==> src/rtl/mbx_pkg.sv <==
// Shared constants for the mailbox endpoint: register offsets and the bit
// positions inside the interrupt and status registers.
package mbx_pkg;
    localparam int ADDR_W = 6;

    localparam logic [ADDR_W-1:0] OFS_ISTATE = 6'h00;
    localparam logic [ADDR_W-1:0] OFS_IEN    = 6'h04;
    localparam logic [ADDR_W-1:0] OFS_ITEST  = 6'h08;
    localparam logic [ADDR_W-1:0] OFS_DIN    = 6'h0C;
    localparam logic [ADDR_W-1:0] OFS_DOUT   = 6'h10;
    localparam logic [ADDR_W-1:0] OFS_STAT   = 6'h14;
    localparam logic [ADDR_W-1:0] OFS_ERR    = 6'h18;
    localparam logic [ADDR_W-1:0] OFS_WTHR   = 6'h1C;
    localparam logic [ADDR_W-1:0] OFS_RTHR   = 6'h20;
    localparam logic [ADDR_W-1:0] OFS_CTRL   = 6'h24;

    localparam int NUM_IRQ = 3;
    localparam int IRQ_WT  = 0;
    localparam int IRQ_RT  = 1;
    localparam int IRQ_ER  = 2;

    localparam int ERR_OVF = 0;
    localparam int ERR_UNF = 1;
endpackage

==> src/rtl/mbx_fifo.sv <==
// Word FIFO for one direction of the mailbox.
// Assumes: DEPTH is a power of two, and the caller never pushes while full
// nor pops while empty. A flush wins over a push or pop in the same cycle.
module mbx_fifo #(
    parameter int DATA_W = 32,
    parameter int DEPTH  = 8,
    localparam int PTR_W = $clog2(DEPTH),
    localparam int LVL_W = $clog2(DEPTH + 1)
) (
    input  logic              clk,
    input  logic              rst_n,
    input  logic              push,
    input  logic [DATA_W-1:0] push_data,
    input  logic              pop,
    input  logic              flush,
    output logic [DATA_W-1:0] head,
    output logic [LVL_W-1:0]  level,
    output logic              full,
    output logic              empty
);
    logic [DATA_W-1:0] mem [DEPTH];
    logic [PTR_W-1:0]  wr_ptr, rd_ptr;
    logic [LVL_W-1:0]  count;

    // Storage write; the contents need no reset.
    always_ff @(posedge clk) begin
        if (push && !flush) begin
            mem[wr_ptr] <= push_data;
        end
    end

    // Pointer and occupancy bookkeeping.
    always_ff @(posedge clk) begin
        if (!rst_n || flush) begin
            wr_ptr <= '0;
            rd_ptr <= '0;
            count  <= '0;
        end else begin
            if (push) wr_ptr <= wr_ptr + 1'b1;
            if (pop)  rd_ptr <= rd_ptr + 1'b1;
            case ({push, pop})
                2'b10:   count <= count + 1'b1;
                2'b01:   count <= count - 1'b1;
                default: count <= count;
            endcase
        end
    end

    // Flags and head word.
    always_comb begin
        head  = mem[rd_ptr];
        level = count;
        full  = (count == LVL_W'(DEPTH));
        empty = (count == '0);
    end

    assert_level_bound_R2: assert property (@(posedge clk) disable iff (!rst_n)
        count <= LVL_W'(DEPTH));
    assert_no_push_full_R3: assert property (@(posedge clk) disable iff (!rst_n)
        push |-> !full);
    assert_no_pop_empty_R4: assert property (@(posedge clk) disable iff (!rst_n)
        pop |-> !empty);
    assert_flush_empties_R11: assert property (@(posedge clk) disable iff (!rst_n)
        flush |=> empty);
endmodule

==> src/rtl/mbx_irq.sv <==
// Sticky interrupt state with write-1-to-clear, test and enable gating.
// Assumes: events and test bits are single-cycle qualifiers; a set in the
// same cycle as a clear wins, so a persisting condition re-arms its bit.
module mbx_irq #(
    parameter int N = 3
) (
    input  logic         clk,
    input  logic         rst_n,
    input  logic [N-1:0] evt,
    input  logic [N-1:0] test,
    input  logic [N-1:0] clr,
    input  logic [N-1:0] en,
    output logic [N-1:0] state,
    output logic [N-1:0] irq
);
    logic [N-1:0] state_q;

    // Update pending bits: clear first, then merge new events.
    always_ff @(posedge clk) begin
        if (!rst_n) begin
            state_q <= '0;
        end else begin
            state_q <= (state_q & ~clr) | evt | test;
        end
    end

    // Enabled pending bits drive the lines.
    always_comb begin
        state = state_q;
        irq   = state_q & en;
    end

    assert_test_sets_R10: assert property (@(posedge clk) disable iff (!rst_n)
        (test != '0) |=> ((state_q & $past(test)) == $past(test)));
    assert_w1c_clears_R8: assert property (@(posedge clk) disable iff (!rst_n)
        ((clr & ~evt & ~test) != '0) |=> ((state_q & $past(clr & ~evt & ~test)) == '0));
endmodule

==> src/rtl/mbx_endpoint.sv <==
// Mailbox endpoint: register decode, two FIFOs, thresholds, error capture and
// interrupt logic. Assumes the bus master holds bus_req until bus_ready and
// uses word-aligned byte offsets; unmapped offsets read 0, writes are ignored.
module mbx_endpoint
    import mbx_pkg::*;
#(
    parameter int DATA_W = 32,
    parameter int DEPTH  = 8,
    localparam int LVL_W = $clog2(DEPTH + 1)
) (
    input  logic              clk,
    input  logic              rst_n,
    input  logic              bus_req,
    input  logic              bus_we,
    input  logic [ADDR_W-1:0] bus_addr,
    input  logic [DATA_W-1:0] bus_wdata,
    output logic              bus_ready,
    output logic [DATA_W-1:0] bus_rdata,
    input  logic              peer_push,
    input  logic [DATA_W-1:0] peer_wdata,
    output logic              peer_full,
    input  logic              peer_pop,
    output logic [DATA_W-1:0] peer_rdata,
    output logic              peer_empty,
    output logic              irq_wthr,
    output logic              irq_rthr,
    output logic              irq_err
);
    logic              accept, wr, rd;
    logic              out_push, out_pop, in_push, in_pop, flush;
    logic              out_full, out_empty, in_full, in_empty;
    logic [LVL_W-1:0]  out_level, in_level;
    logic [DATA_W-1:0] in_head, rdata_d;
    logic [LVL_W-1:0]  wthr_q, rthr_q;
    logic [1:0]        err_q;
    logic [NUM_IRQ-1:0] ien_q, istate, irq_vec, irq_evt, irq_test, irq_clr;
    logic              ovf_evt, unf_evt, wt_cond, rt_cond, ready_q;

    // Access qualification: one access per request, completed next cycle.
    always_comb begin
        accept = bus_req && !ready_q;
        wr     = accept && bus_we;
        rd     = accept && !bus_we;
    end

    // FIFO controls and error events.
    always_comb begin
        flush    = wr && (bus_addr == OFS_CTRL) && bus_wdata[0];
        out_push = wr && (bus_addr == OFS_DIN) && !out_full;
        ovf_evt  = wr && (bus_addr == OFS_DIN) && out_full;
        out_pop  = peer_pop && !out_empty;
        in_push  = peer_push && !in_full;
        in_pop   = rd && (bus_addr == OFS_DOUT) && !in_empty;
        unf_evt  = rd && (bus_addr == OFS_DOUT) && in_empty;
    end

    mbx_fifo #(.DATA_W(DATA_W), .DEPTH(DEPTH)) u_out_fifo (
        .clk(clk), .rst_n(rst_n), .push(out_push), .push_data(bus_wdata),
        .pop(out_pop), .flush(flush), .head(peer_rdata), .level(out_level),
        .full(out_full), .empty(out_empty)
    );

    mbx_fifo #(.DATA_W(DATA_W), .DEPTH(DEPTH)) u_in_fifo (
        .clk(clk), .rst_n(rst_n), .push(in_push), .push_data(peer_wdata),
        .pop(in_pop), .flush(flush), .head(in_head), .level(in_level),
        .full(in_full), .empty(in_empty)
    );

    // Threshold comparisons (strictly greater than).
    always_comb begin
        wt_cond = out_level > wthr_q;
        rt_cond = in_level > rthr_q;
    end

    // Software-visible configuration registers.
    always_ff @(posedge clk) begin
        if (!rst_n) begin
            wthr_q <= '0;
            rthr_q <= '0;
            ien_q  <= '0;
        end else if (wr) begin
            if (bus_addr == OFS_WTHR) wthr_q <= bus_wdata[LVL_W-1:0];
            if (bus_addr == OFS_RTHR) rthr_q <= bus_wdata[LVL_W-1:0];
            if (bus_addr == OFS_IEN)  ien_q  <= bus_wdata[NUM_IRQ-1:0];
        end
    end

    // Error capture; a read clears, a new event in the same cycle survives.
    always_ff @(posedge clk) begin
        if (!rst_n) begin
            err_q <= '0;
        end else begin
            err_q <= ((rd && bus_addr == OFS_ERR) ? 2'b00 : err_q)
                     | {unf_evt, ovf_evt};
        end
    end

    // Interrupt inputs from conditions and register writes.
    always_comb begin
        irq_evt          = '0;
        irq_evt[IRQ_WT]  = wt_cond;
        irq_evt[IRQ_RT]  = rt_cond;
        irq_evt[IRQ_ER]  = ovf_evt || unf_evt;
        irq_test = (wr && bus_addr == OFS_ITEST)  ? bus_wdata[NUM_IRQ-1:0] : '0;
        irq_clr  = (wr && bus_addr == OFS_ISTATE) ? bus_wdata[NUM_IRQ-1:0] : '0;
    end

    mbx_irq #(.N(NUM_IRQ)) u_irq (
        .clk(clk), .rst_n(rst_n), .evt(irq_evt), .test(irq_test),
        .clr(irq_clr), .en(ien_q), .state(istate), .irq(irq_vec)
    );

    // Read data selection.
    always_comb begin
        rdata_d = '0;
        case (bus_addr)
            OFS_ISTATE: rdata_d = DATA_W'(istate);
            OFS_IEN:    rdata_d = DATA_W'(ien_q);
            OFS_DOUT:   rdata_d = in_empty ? '0 : in_head;
            OFS_STAT:   rdata_d = DATA_W'({rt_cond, wt_cond, out_full, in_empty});
            OFS_ERR:    rdata_d = DATA_W'(err_q);
            OFS_WTHR:   rdata_d = DATA_W'(wthr_q);
            OFS_RTHR:   rdata_d = DATA_W'(rthr_q);
            default:    rdata_d = '0;
        endcase
    end

    // Registered bus response.
    always_ff @(posedge clk) begin
        if (!rst_n) begin
            ready_q   <= 1'b0;
            bus_rdata <= '0;
        end else begin
            ready_q   <= accept;
            bus_rdata <= rd ? rdata_d : '0;
        end
    end

    // Port outputs.
    always_comb begin
        bus_ready  = ready_q;
        peer_full  = in_full;
        peer_empty = out_empty;
        irq_wthr   = irq_vec[IRQ_WT];
        irq_rthr   = irq_vec[IRQ_RT];
        irq_err    = irq_vec[IRQ_ER];
    end

    assert_overflow_flag_R3: assert property (@(posedge clk) disable iff (!rst_n)
        ovf_evt |=> (err_q[ERR_OVF] && istate[IRQ_ER]));
    assert_underflow_flag_R4: assert property (@(posedge clk) disable iff (!rst_n)
        unf_evt |=> (err_q[ERR_UNF] && istate[IRQ_ER] && bus_rdata == '0));
    assert_rthr_pending_R6: assert property (@(posedge clk) disable iff (!rst_n)
        (rthr_q == '0 && !in_empty) |=> istate[IRQ_RT]);
    assert_wthr_pending_R7: assert property (@(posedge clk) disable iff (!rst_n)
        wt_cond |=> istate[IRQ_WT]);
    assert_line_gated_R9: assert property (@(posedge clk) disable iff (!rst_n)
        (irq_rthr |-> ien_q[IRQ_RT]) and (irq_wthr |-> ien_q[IRQ_WT])
        and (irq_err |-> ien_q[IRQ_ER]));
    assert_err_clear_R12: assert property (@(posedge clk) disable iff (!rst_n)
        (rd && bus_addr == OFS_ERR && !ovf_evt && !unf_evt) |=> (err_q == 2'b00));
endmodule

==> config.mk <==
export PLATFORM = sky130hd
export DESIGN_NAME = mbx_endpoint
export DESIGN_NICKNAME = d
export VERILOG_FILES = /design/src/rtl/mbx_pkg.sv /design/src/rtl/mbx_fifo.sv /design/src/rtl/mbx_irq.sv /design/src/rtl/mbx_endpoint.sv
export SDC_FILE = /design/constraint.sdc
export NUM_CORES = 1
export LEC_CHECK = 0
export BUFFER_PORTS_ARGS = -buffer_cell sky130_fd_sc_hd__buf_2
export CORE_UTILIZATION = 60
export CTS_BUF_LIST = sky130_fd_sc_hd__clkbuf_2 sky130_fd_sc_hd__clkbuf_4 sky130_fd_sc_hd__clkbuf_8
export CTS_CLUSTER_DIAMETER = 30
export DETAILED_ROUTE_END_ITERATION = 10
export GPL_ROUTABILITY_DRIVEN = 0
export PLACE_DENSITY = 0.9
export SLEW_MARGIN = 40
export SYNTH_ARGS = -nofsm -noshare
export SYNTH_HDL_FRONTEND = slang
export SYNTH_SLANG_ARGS = --single-unit
==> constraint.sdc <==
create_clock -name clk -period 5.7 [get_ports clk]
set_input_delay 1.14 -clock clk [delete_from_list [all_inputs] [get_ports clk]]
set_output_delay 1.14 -clock clk [all_outputs]
set_load 0.01 [all_outputs]
==> results.ini <==
[clock_tree]
clkTransAtPathRegs_ns=0.06
clock_latency_ns=0.65
cts-resized-gates=0
cts_tree=yes
htree_levels=3
root_buffer=clkbuf_8
post-cts-setup-buffers=0
cts.sinks=587
ctsHoldBuffers=0
cts_buffers=101
clock_path_buffers=3

[critical_path]
end_kind=output port
critPathArrivalTime_ns=3.00
critical_path_class=flop to output port
cp-start-kind=flop
critPathRequiredTime_ns=4.56
path_max_fanout=27

[detailed_routing]
drt-vias-per-instance=6.08
antenna_left=0
routed_wl_mm=45.3
vias=11500
remaining_drc_errors=0
drtIter0Drc=727
drt_first_pass_iters=7
detail_route.wl_per_cell_um=23.9

[run]
cap_violations=0

[sta]
rsz0062_at_grt=no
finalSetupViolCount=0
slew_violations=0
tightest_slew_ns=0.758
finalHoldViolCount=0
layout_setup_ws_ns=1.56
fin_skew_ns=0.0210
fmax_ghz=0.241
max-slew-margin-rel_pct=49.4
period_share_pct=72.7
period_minus_slack_ns=4.14
setup_tns_ns=0

[grt]
grt_pass1_vias=12200
grt_pass1_wl_mm=68.6
antenna_found_initial=8
grt_util_all_layers_pct=24.2
grt_max_degree=39
grt.overflow.total=0

[floorplan]
chipWidth_um=195
core_um2=36700
io_pins=146
die_h_um=195
rows=70
die_area_um2=38200
start_util_pct=61.2

[logic_synthesis]
synth-async-reset-ratio_pct=0
syn_area_per_cell_um2=20.3
syn_area_um2=22500
synth_fp_nets=1199
synthFlopType=edfxtp_1
yosys.cell_types.count=60
syn_inst=1105
synth_warnings=0
yosys_register_bits=587
ys_seq_area_share_pct=75.2
synth-edff-count=512

[layout]
n_fill_cell=2007
drive_gt1_share_pct=39.0
syn_to_final_growth_pct=18.3
fin_util_pct=72.4
final_nets=1431

[placed_design]
preCtsSetupSlack_ns=1.96
dp_hpwl_mm=28.3
portBuffers=145

[power]
power.density_nw_per_um2=344
ir_worst_vdd_mv=0.319
p_leak_nw=8.70

[min_path]
hold_path.class=flop to flop

[outcome]
status=completed

==> registers in the layout, summed over array words and instances (netlist names), named ones only <==
name	flops
ien_q	3
bus_ready	1
u_out_fifo.level	4
u_irq.state	3
wthr_q	4
err_q	2
rthr_q	4
u_in_fifo.wr_ptr	3
u_in_fifo.mem	256
u_in_fifo.level	4
u_out_fifo.mem	256
bus_rdata	32
u_out_fifo.wr_ptr	3
u_in_fifo.rd_ptr	3
u_out_fifo.rd_ptr	3
==> cell families after synthesis <==
group / after synthesis / synth area share (%)
adder cells (fa/ha/maj): 18 / 1.00
XOR/XNOR: 11 / 0.429
flip-flops: 587 / 75.2
buffers and inverters: 64 / 1.24
AO/OA/AOI/OAI: 48 / 1.38
AND/OR/NAND/NOR: 169 / 4.18
multiplexers: 208 / 16.6
==> cells in the mapped netlist (2+ instances only) <==
master | count | area (µm²)
buf_2 | 18 | 90.1
dfxtp_1 | 75 | 1500
nand2_1 | 27 | 101
edfxtp_1 | 512 | 15400
ha_1 | 18 | 225
xor2_1 | 9 | 78.8
a41oi_1 | 4 | 35.0
buf_6 | 2 | 22.5
clkbuf_1 | 23 | 86.3
or4_1 | 3 | 22.5
nor2_1 | 69 | 259
nor4bb_1 | 2 | 20.0
inv_1 | 14 | 52.6
buf_1 | 4 | 15.0
nand3b_1 | 5 | 37.5
nand4b_1 | 4 | 35.0
mux4_2 | 128 | 2880
xnor2_1 | 2 | 17.5
mux2_2 | 39 | 439
a32oi_1 | 4 | 35.0
nor4b_1 | 2 | 17.5
nor4_4 | 2 | 42.5
nand4_1 | 5 | 31.3
and2_1 | 4 | 25.0
or3_1 | 4 | 25.0
mux2i_1 | 41 | 410
inv_2 | 2 | 7.51
a22oi_1 | 2 | 15.0
a31oi_1 | 2 | 12.5
a21oi_1 | 18 | 90.1
o21ai_0 | 9 | 45.0
nand2b_1 | 8 | 50.1
nor3_1 | 8 | 40.0
nand3_1 | 10 | 50.1
==> metal layers <==
layer	wire, µm	GRT usage (%)
met4	1240	10.7
met1	16500	28.4
met2	24400	42.8
met5	11	0
met3	3080	5.39
==> critical path, cell delays in order, from the launching register on <==
cell and delay [ns]:
dfxtp_4 0.62, buf_12 0.30, buf_4 0.40, mux4_2 0.59, mux2_2 0.28, buf_2 0.14
==> cell type report <==
| class | instances | area, µm² | share of cell area, % |
|---|---|---|---|
| clock inverters | 66 | 703 | 2.65 |
| multi-input cells | 454 | 5420 | 20.4 |
| diodes | 6 | 15.0 | 0.0565 |
| repair buffers | 176 | 1260 | 4.76 |
| well taps | 468 | 586 | 2.20 |
| inverters | 17 | 63.8 | 0.240 |
| flip-flops and latches | 587 | 16900 | 63.6 |
| clock buffers | 123 | 1610 | 6.07 |
==> final timing paths <==
kind,from,to,slack (ns),cells after the start
min reg2reg,err_q[0],err_q[0],0.46,2
max reg2reg,bus_ready,u_out_fifo.mem[3][12],2.90,5
max,flop,peer_rdata[19],1.56,5
min,err_q[0],err_q[0],0.46,2
==> power by group <==
part	switching, W	internal (W)
logic	0.000138	0.0000737
clock network	0.00170	0.00249
registers	0.0000196	0.00472
==> per-stage QoR <==
step	instance area [µm²]	instances	hold WS [ns]	total power (W)
after floorplan	22500	1105	0.432	0.00492
after detailed placement	24200	1702	0.449	0.00504
after global placement	23800	1682	0.448	0.00501
after CTS	26500	1891	0.455	0.00922
after global routing	26600	1894	0.473	0.00943
final	26600	1897	0.464	0.00914
==> cell usage in the layout, fill, tap and decap left out, types with 4 or more instances in the layout <==
master	n
buf_8	7
dfxtp_4	5
ha_1	18
nor3_2	5
nor2_1	57
buf_2	145
mux2_2	39
diode_2	6
nand2b_1	8
clkinv_4	6
mux4_2	128
nand4_1	5
clkbuf_8	110
a32oi_1	4
and2_1	4
a41oi_1	4
nor2_4	12
nor3_1	4
clkinvlp_4	12
nand3b_1	5
nand4b_1	4
or3_1	4
clkinv_1	14
nand2_1	27
buf_16	12
a21oi_1	18
clkbuf_4	13
xor2_1	9
nand3_1	10
mux2i_1	41
bufinv_16	13
edfxtp_1	512
o21ai_0	9
dfxtp_1	69
inv_1	14
buf_4	11
clkinv_2	19
Note: power is estimated with default switching activity, not from simulation.
